File: config.mk
export PLATFORM = sky130hd
export DESIGN_NAME = ptu_trip_unit
export DESIGN_NICKNAME = d
export VERILOG_FILES = /design/src/rtl/ptu_pkg.sv /design/src/rtl/ptu_fault_route.sv /design/src/rtl/ptu_run_counter.sv /design/src/rtl/ptu_out_gate.sv /design/src/rtl/ptu_trip_unit.sv
export SDC_FILE = /design/constraint.sdc
export NUM_CORES = 1
export LEC_CHECK = 0
export ABC_AREA = 1
export BUFFER_PORTS_ARGS = -buffer_cell sky130_fd_sc_hd__buf_2
export CAP_MARGIN = 30
export CELL_PAD_IN_SITES_DETAIL_PLACEMENT = 1
export CELL_PAD_IN_SITES_GLOBAL_PLACEMENT = 2
export CORE_ASPECT_RATIO = 0.5
export CORE_UTILIZATION = 26
export DETAILED_ROUTE_END_ITERATION = 12
export PLACE_DENSITY_LB_ADDON = 0.1
export RECOVER_POWER = 50
export SLEW_MARGIN = 20
export SYNTH_ARGS = -nofsm -noshare
export SYNTH_HDL_FRONTEND = slang
export SYNTH_HIERARCHICAL = 1
export SYNTH_SLANG_ARGS = --single-unit
File: constraint.sdc
create_clock -name clk -period 2.92 [get_ports clk]
set_input_delay 0.292 -clock clk [delete_from_list [all_inputs] [get_ports clk]]
set_output_delay 0.292 -clock clk [all_outputs]
set_load 0.05 [all_outputs]
File: src/rtl/ptu_pkg.sv
package ptu_pkg;

    typedef enum logic [1:0] {
        REL_DEFAULT = 2'b00,
        REL_ZERO    = 2'b01,
        REL_PERIOD  = 2'b10,
        REL_EITHER  = 2'b11
    } rel_mode_e;

    typedef struct packed {
        logic cbc;
        logic ost;
    } trip_st_t;

    typedef struct packed {
        logic prev;
        logic blk;
    } gate_st_t;

endpackage

File: src/rtl/ptu_fault_route.sv
module ptu_fault_route #(
    parameter int N_FLT = 4
) (
    input  logic [N_FLT-1:0] fault_in,
    input  logic [N_FLT-1:0] cbc_route,
    input  logic [N_FLT-1:0] ost_route,
    output logic             cbc_hit,
    output logic             ost_hit
);
    logic [N_FLT-1:0] cbc_vec;
    logic [N_FLT-1:0] ost_vec;

    for (genvar g = 0; g < N_FLT; g++) begin : g_src
        assign cbc_vec[g] = fault_in[g] & cbc_route[g];
        assign ost_vec[g] = fault_in[g] & ost_route[g];
    end

    assign cbc_hit = |cbc_vec;
    assign ost_hit = |ost_vec;
endmodule

File: src/rtl/ptu_run_counter.sv
module ptu_run_counter #(
    parameter int LIMIT_W = 4
) (
    input  logic               clk,
    input  logic               rst_n,
    input  logic               zero_stb,
    input  logic               cbc_hit,
    input  logic               ost_clear,
    input  logic [LIMIT_W-1:0] limit,
    output logic               escalate
);
    localparam logic [LIMIT_W-1:0] CNT_MAX = {LIMIT_W{1'b1}};
    localparam logic [LIMIT_W-1:0] CNT_ONE = {{(LIMIT_W-1){1'b0}}, 1'b1};

    typedef struct packed {
        logic               seen;
        logic [LIMIT_W-1:0] cnt;
    } run_st_t;

    run_st_t st_d, st_q;
    logic    trip_cyc;

    always_comb begin
        st_d     = st_q;
        escalate = 1'b0;
        trip_cyc = st_q.seen | cbc_hit;
        if (ost_clear) begin
            st_d = '0;
        end else if (zero_stb) begin
            st_d.seen = 1'b0;
            if (trip_cyc) begin
                if (st_q.cnt != CNT_MAX) begin
                    st_d.cnt = st_q.cnt + CNT_ONE;
                end
                if ((limit != '0) && (st_d.cnt >= limit)) begin
                    escalate = 1'b1;
                    st_d.cnt = '0;
                end
            end else begin
                st_d.cnt = '0;
            end
        end else if (cbc_hit) begin
            st_d.seen = 1'b1;
        end
    end

    always_ff @(posedge clk or negedge rst_n) begin
        if (!rst_n) st_q <= '0;
        else        st_q <= st_d;
    end
endmodule

File: src/rtl/ptu_out_gate.sv
module ptu_out_gate
    import ptu_pkg::*;
#(
    parameter int N_CH = 2
) (
    input  logic            clk,
    input  logic            rst_n,
    input  logic [N_CH-1:0] pwm_in,
    input  logic [N_CH-1:0] safe_lvl,
    input  logic            cbc_force,
    input  logic            ost_force,
    output logic [N_CH-1:0] pwm_out
);
    for (genvar c = 0; c < N_CH; c++) begin : g_ch
        gate_st_t st_d, st_q;
        logic     rise;
        logic     forced;

        always_comb begin
            rise        = pwm_in[c] & ~st_q.prev;
            st_d.prev   = pwm_in[c];
            st_d.blk    = pwm_in[c] & (st_q.blk | (rise & cbc_force));
            forced      = cbc_force | ost_force | (st_q.blk & pwm_in[c]);
            pwm_out[c]  = forced ? safe_lvl[c] : pwm_in[c];
        end

        always_ff @(posedge clk or negedge rst_n) begin
            if (!rst_n) st_q <= '0;
            else        st_q <= st_d;
        end
    end
endmodule

File: src/rtl/ptu_trip_unit.sv
module ptu_trip_unit
    import ptu_pkg::*;
#(
    parameter int N_CH    = 2,
    parameter int N_FLT   = 4,
    parameter int LIMIT_W = 4
) (
    input  logic               clk,
    input  logic               rst_n,
    input  logic [N_CH-1:0]    pwm_in,
    input  logic [N_FLT-1:0]   fault_in,
    input  logic               zero_stb,
    input  logic               period_stb,
    input  logic [N_FLT-1:0]   cbc_route,
    input  logic [N_FLT-1:0]   ost_route,
    input  logic [1:0]         clr_mode,
    input  logic [N_CH-1:0]    safe_lvl,
    input  logic [LIMIT_W-1:0] esc_limit,
    input  logic               ost_clear,
    output logic [N_CH-1:0]    pwm_out,
    output logic               cbc_active,
    output logic               ost_active
);
    logic     cbc_hit, ost_hit, escalate, boundary;
    trip_st_t st_d, st_q;

    ptu_fault_route #(.N_FLT(N_FLT)) u_route (
        .fault_in  (fault_in),
        .cbc_route (cbc_route),
        .ost_route (ost_route),
        .cbc_hit   (cbc_hit),
        .ost_hit   (ost_hit)
    );

    ptu_run_counter #(.LIMIT_W(LIMIT_W)) u_run (
        .clk       (clk),
        .rst_n     (rst_n),
        .zero_stb  (zero_stb),
        .cbc_hit   (cbc_hit),
        .ost_clear (ost_clear),
        .limit     (esc_limit),
        .escalate  (escalate)
    );

    always_comb begin
        case (rel_mode_e'(clr_mode))
            REL_PERIOD: boundary = period_stb;
            REL_EITHER: boundary = period_stb | zero_stb;
            default:    boundary = zero_stb;
        endcase
        st_d.cbc = cbc_hit | (st_q.cbc & ~boundary);
        st_d.ost = ost_hit | escalate | (st_q.ost & ~ost_clear);
    end

    always_ff @(posedge clk or negedge rst_n) begin
        if (!rst_n) st_q <= '0;
        else        st_q <= st_d;
    end

    ptu_out_gate #(.N_CH(N_CH)) u_gate (
        .clk       (clk),
        .rst_n     (rst_n),
        .pwm_in    (pwm_in),
        .safe_lvl  (safe_lvl),
        .cbc_force (cbc_hit | st_q.cbc),
        .ost_force (ost_hit | st_q.ost),
        .pwm_out   (pwm_out)
    );

    assign cbc_active = st_q.cbc;
    assign ost_active = st_q.ost;
endmodule

## After elaboration in Yosys (flattened, before gate mapping)

Index checks and enable logic that the tools add are counted.

| storage, ports and cells | value |
|---|---|
| register bits after elaboration | 11 |
| word-level logic and storage cells | 70 |

| operators by class | value |
|---|---|
| $add $sub $neg | 1 |
| order comparisons | 1 |
| eq/ne operators | 3 |
| multiplexer cells | 17 |
| bitwise logic cells | 34 |
| reduce and logical (&&, ||, !) cells | 6 |

Operators with widths:

| operator | number |
|---|---|
| $mux 4 | 7 |
| $and 1x1->1 | 18 |
| $or 1x1->1 | 12 |
| $mux 1 | 8 |
| $reduce_or 4->1 | 2 |
| $mux 5 | 1 |
| $add 4x1->4 const B | 1 |
| $eq 2x2->1 const B | 2 |
| $ge 4x4->1 | 1 |
| $ne 4x4->1 const B | 1 |
| $not 1->1 | 4 |
| $reduce_bool 4->1 | 1 |
| $reduce_bool 3->1 | 1 |
| $pmux 1 s2 | 1 |
| $reduce_bool 2->1 | 1 |
| $logic_and 1x1->1 | 1 |

## Depth between registers and ports, before layout

| depth | value |
|---|---|
| depth in word-level cells | 14 |
| mapped depth | 15 |
| mapped depth without buffers | 15 |

## Modules after synthesis

The synthesis kept the hierarchy.

By module, submodules not included:

| module | times used | cells an instance | area each (um^2) | seq. area each (um^2) |
|---|---|---|---|---|
| ptu_run_counter | 1 | 73 | 466.7 | 125.1 |
| ptu_out_gate | 1 | 23 | 196.4 | 100.1 |
| ptu_trip_unit | 1 | 15 | 107.6 | 50.0 |
| ptu_fault_route | 1 | 18 | 67.6 | 0.0 |

## Least setup slack after synthesis

OpenSTA, ideal clock, no wires.

| timing | value |
|---|---|
| kind | register to register |
| start point | reg u_run/st_q[0] (netlist name) |
| end point | reg st_q, in the netlist ost_active |
| arrival | 1,767 ps |
| required time | 2,794 ps |
| setup slack | 1,026 ps |
| cell stages (with the launch flop) | 15 |
| path buffers | 0 |
| clock period less this slack | 1,894 ps |
| cells stage by stage | dfrtp_1 > ha_1 > nand3_2 > clkinv_1 > a21oi_1 > inv_1 > ha_1 > nand2_1 > inv_1 > nand2_1 > nand3_1 > nand2_2 > nor2_1 > nor2_1 > o21ai_0 |

RTL lines:

| what | line | text |
|---|---|---|
| start, declared | ptu_run_counter.sv:20 | `run_st_t st_d, st_q;` |
| start signal, assigned | ptu_run_counter.sv:49 | `else st_q <= st_d;` |
| end signal, assigned | ptu_trip_unit.sv:57 | `else st_q <= st_d;` |
| end, declared | ptu_trip_unit.sv:25 | `trip_st_t st_d, st_q;` |

==> key figures <==
Run status
  • Status: completed

Route
  • Drt total wl: about 1.9 mm
  • DRC Markers: 0
  • WL/cell: about 9.4 um
  • DRT antenna net count: 0
  • Drt pass-1 iters: 4
  • Via density: 4.12
  • Starting DRC count in detailed routing: 6
  • Vias: 840

Power
  • P_leak: 0.654 nW
  • PwrDens: just under 400 mW/mm2
  • Maximum vdd ir drop: 0.115 mV

Clocking
  • Total CTS buffers: 3
  • CTS tree: done
  • CTS resizes: 0
  • Clock root cell: clkbuf_8
  • Post-CTS setup buffers: 0
  • Worst-Skew Late Latency: 230 ps
  • Buffer depth of the longest clock path: 2
  • Clock sink total: 11
  • H-tree levels: 1
  • CTS hold repair buffers: 1
  • Worst-path clk slew: 50 ps

Finish
  • Number of diodes: 0
  • Fill count: ~420
  • Cell area after layout: around 0.0011 mm2
  • Final net count: slightly below 200
  • Syn-to-layout area delta: 30.0%
  • Finished Core Util: a little over a third
  • Share of cells above drive strength 1: 25.0%

Placement
  • PortBufs: 30
  • RD Place Congestion: between 0.7 and 0.8
  • Pre-CTS setup slack: around 750 ps
  • Dpl hpwl: 1.69 mm
  • Placed inst area: between 0.001 and 0.0015 mm2

Global route
  • Total gr overflow: 0
  • Largest net degree at the start of global routing: 12
  • Vias in the first global route: between 800 and 900
  • GRT Overall Usage: about an eighth
  • Initial antenna violation count: 0
  • First-pass GRT wire length: around 3.4 mm

STA
  • Fmax: approximately 0.47 GHz
  • Slew at the pin closest to its max-slew limit: slightly below 600 ps
  • Fin crit period: around 2100 ps
  • TNS Setup: 0 ps
  • Worst Hold Margin: roughly 220 ps
  • Crit share post-route: between 70% and 80%
  • Unrepaired setup endpoints after global routing: false
  • Setup ws final: 774 ps
  • Slew headroom: between 60% and 70%
  • Clock Skews: roughly 0.54 ps
  • Final Max Tran Viols: 0
  • Final Hold Viols: 0
  • Final Setup Violations: 0

Critical path
  • Worst EP required: just over 3000 ps
  • RR Endpoint: ost_active$_DFF_PN0_
  • Reg2reg path depth: 14
  • Critical path capture point type: flop
  • Peak fanout along the critical path: 5
  • Worst Setup Start Kind: flop
  • Crit Path Category: reg -> reg
  • R2R Setup Slk: between 700 and 800 ps
  • Crit path DAT: roughly 2300 ps
  • Reg-to-reg critical path startpoint: u_run/st_q[0]$_DFFE_PN0N_

Synth
  • Post-synthesis adder-cell area fraction: 7.46%
  • Simple-gate share of the synthesized area: about two fifths
  • Xor/xnor share of the synthesized area: 0%
  • Netlist cell types: 20
  • Largest cells by area after synthesis: dfrtp_1 33%, nand2_1 24%, inv_1 12%
  • Post-synthesis compound-gate area fraction: approximately 6%
  • Top-area cell type share of the netlist area: about a third
  • Mapped Area: about 840 um2
  • Ys Warns: 6
  • #FFs+latches synth: 11
  • Largest family of logic cells by synthesized area: simple AND/OR/NAND/NOR gates
  • Syn_nets: 161
  • Largest area contributor in the netlist: dfrtp_1
  • Sequential-to-total area share from yosys stat: around 33%
  • Mux contribution to synthesized area: 0%
  • Cells after synthesis: ~130
  • Syn Area/Cell: about 6.5 um2

Hold path
  • Hold/Removal Path Class: in -> reg
  • WHS Path Cells: 1
  • Hold-critical path endpoint: u_gate/g_ch[1].st_q[1]$_DFF_PN0_
  • Hold_sp: pwm_in[1]

Flow run
  • Max cap viols: 0

Die
  • Core Region: about 0.0030 mm2
  • Area of the die: roughly 0.0035 mm2
  • Die X: approximately 82 um
  • Die Ht: ~42 um
  • Cell Rows: 14
  • Starting density of the core: between 20 and 30%
  • Ports: 31
==> flip-flops by register name, summed over array words and instances, names as in the netlist <==
name              cells
cbc_active            1
ost_active            1
u_gate/g_ch.st_q      4
u_run/st_q            5
==> logic make-up (layout without fill, tap and decap cells) <==
logic type / Yosys count / in the layout
and+or+nand+nor: 77 / 77
DFF: 11 / 11
AOI/OAI and AO/OA: 7 / 7
buffers and inverters: 29 / 64
adders and majority gates: 5 / 5
==> where the power goes <==
group,switching (mW),leakage (nW),internal (mW)
Combinational,0.0658,0.495,0.0401
Sequential,0.00620,0.136,0.162
Clock,0.0531,0.0228,0.0955
Total,0.125,0.654,0.297
==> layer usage <==
metal	global-route usage, %	share of wire (%)	routed length, um
met1	16.4	49	943
met2	21.7	47	907
met5	0	0	0
met4	4.21	0	0
met3	1.96	3.6	69
==> worst max-delay path by stage <==
stage,startpoint,endpoint,slack [ps],cells after the start
global placement,u_run/st_q[0]$_DFFE_PN0N_,ost_active$_DFF_PN0_,780,14
finish,u_run/st_q[0]$_DFFE_PN0N_,ost_active$_DFF_PN0_,770,14
global route,u_run/st_q[0]$_DFFE_PN0N_,ost_active$_DFF_PN0_,570,14
detailed placement,u_run/st_q[0]$_DFFE_PN0N_,ost_active$_DFF_PN0_,750,14
floorplan,u_run/st_q[0]$_DFFE_PN0N_,ost_active$_DFF_PN0_,1030,14
CTS,u_run/st_q[0]$_DFFE_PN0N_,ost_active$_DFF_PN0_,730,14
==> cells in the mapped netlist <==
library cell and n:
a21oi_1 2, nand3_2 1, nand2_2 2, a21boi_2 2, nand2_1 53, inv_1 27
nand4_1 1, o21ai_0 1, or2_1 2, nand3_4 1, a21oi_2 1, ha_1 5
clkinv_1 1, nor2_4 1, dfrtp_1 11, o21ai_1 1, inv_2 1, nor2_1 9
nor2_2 2, nand3_1 5
==> layout make-up <==
| class | instances | area [um2] | share of cell area [%] |
|---|---|---|---|
| tap | 40 | 50.0 | 4.59 |
| clock buffer | 4 | 45.0 | 4.13 |
| sequential | 11 | 275 | 25.3 |
| multi-input combinational | 89 | 454 | 41.7 |
| inverter | 29 | 109 | 9.99 |
| timing repair buffer | 31 | 156 | 14.4 |
==> critical path: stages (launching register included) <==
cell and delay [ps]:
dfrtp_1 420, ha_1 250, nand3_2 120, clkinv_1 90
a21oi_1 190, inv_1 80, ha_1 300, nand2_1 80
inv_1 40, nand2_1 50, nand3_1 70, nand2_2 100
nor2_1 50, nor2_1 100, o21ai_0 90
==> cell usage in the layout, fill, tap and decap left out, drive strengths merged <==
master        n
dlygate4sd3   1
nand3         7
clkinv        1
o21ai         2
a21oi         3
clkbuf        7
ha            5
nor2         12
a21boi        2
dfrtp        11
inv          28
nand2        55
nand4         1
or2           2
buf          27
==> stage by stage <==
| step | instances | total power, mW |
|---|---|---|
| 6_report | 204 | 0.422 |
| 2_1_floorplan | 129 | 0.237 |
| 3_3_place_gp | 199 | 0.277 |
| 3_5_place_dp | 199 | 0.278 |
| 5_1_grt | 204 | 0.460 |
| 4_1_cts | 204 | 0.433 |
Note: power is estimated with default switching activity, not from simulation.
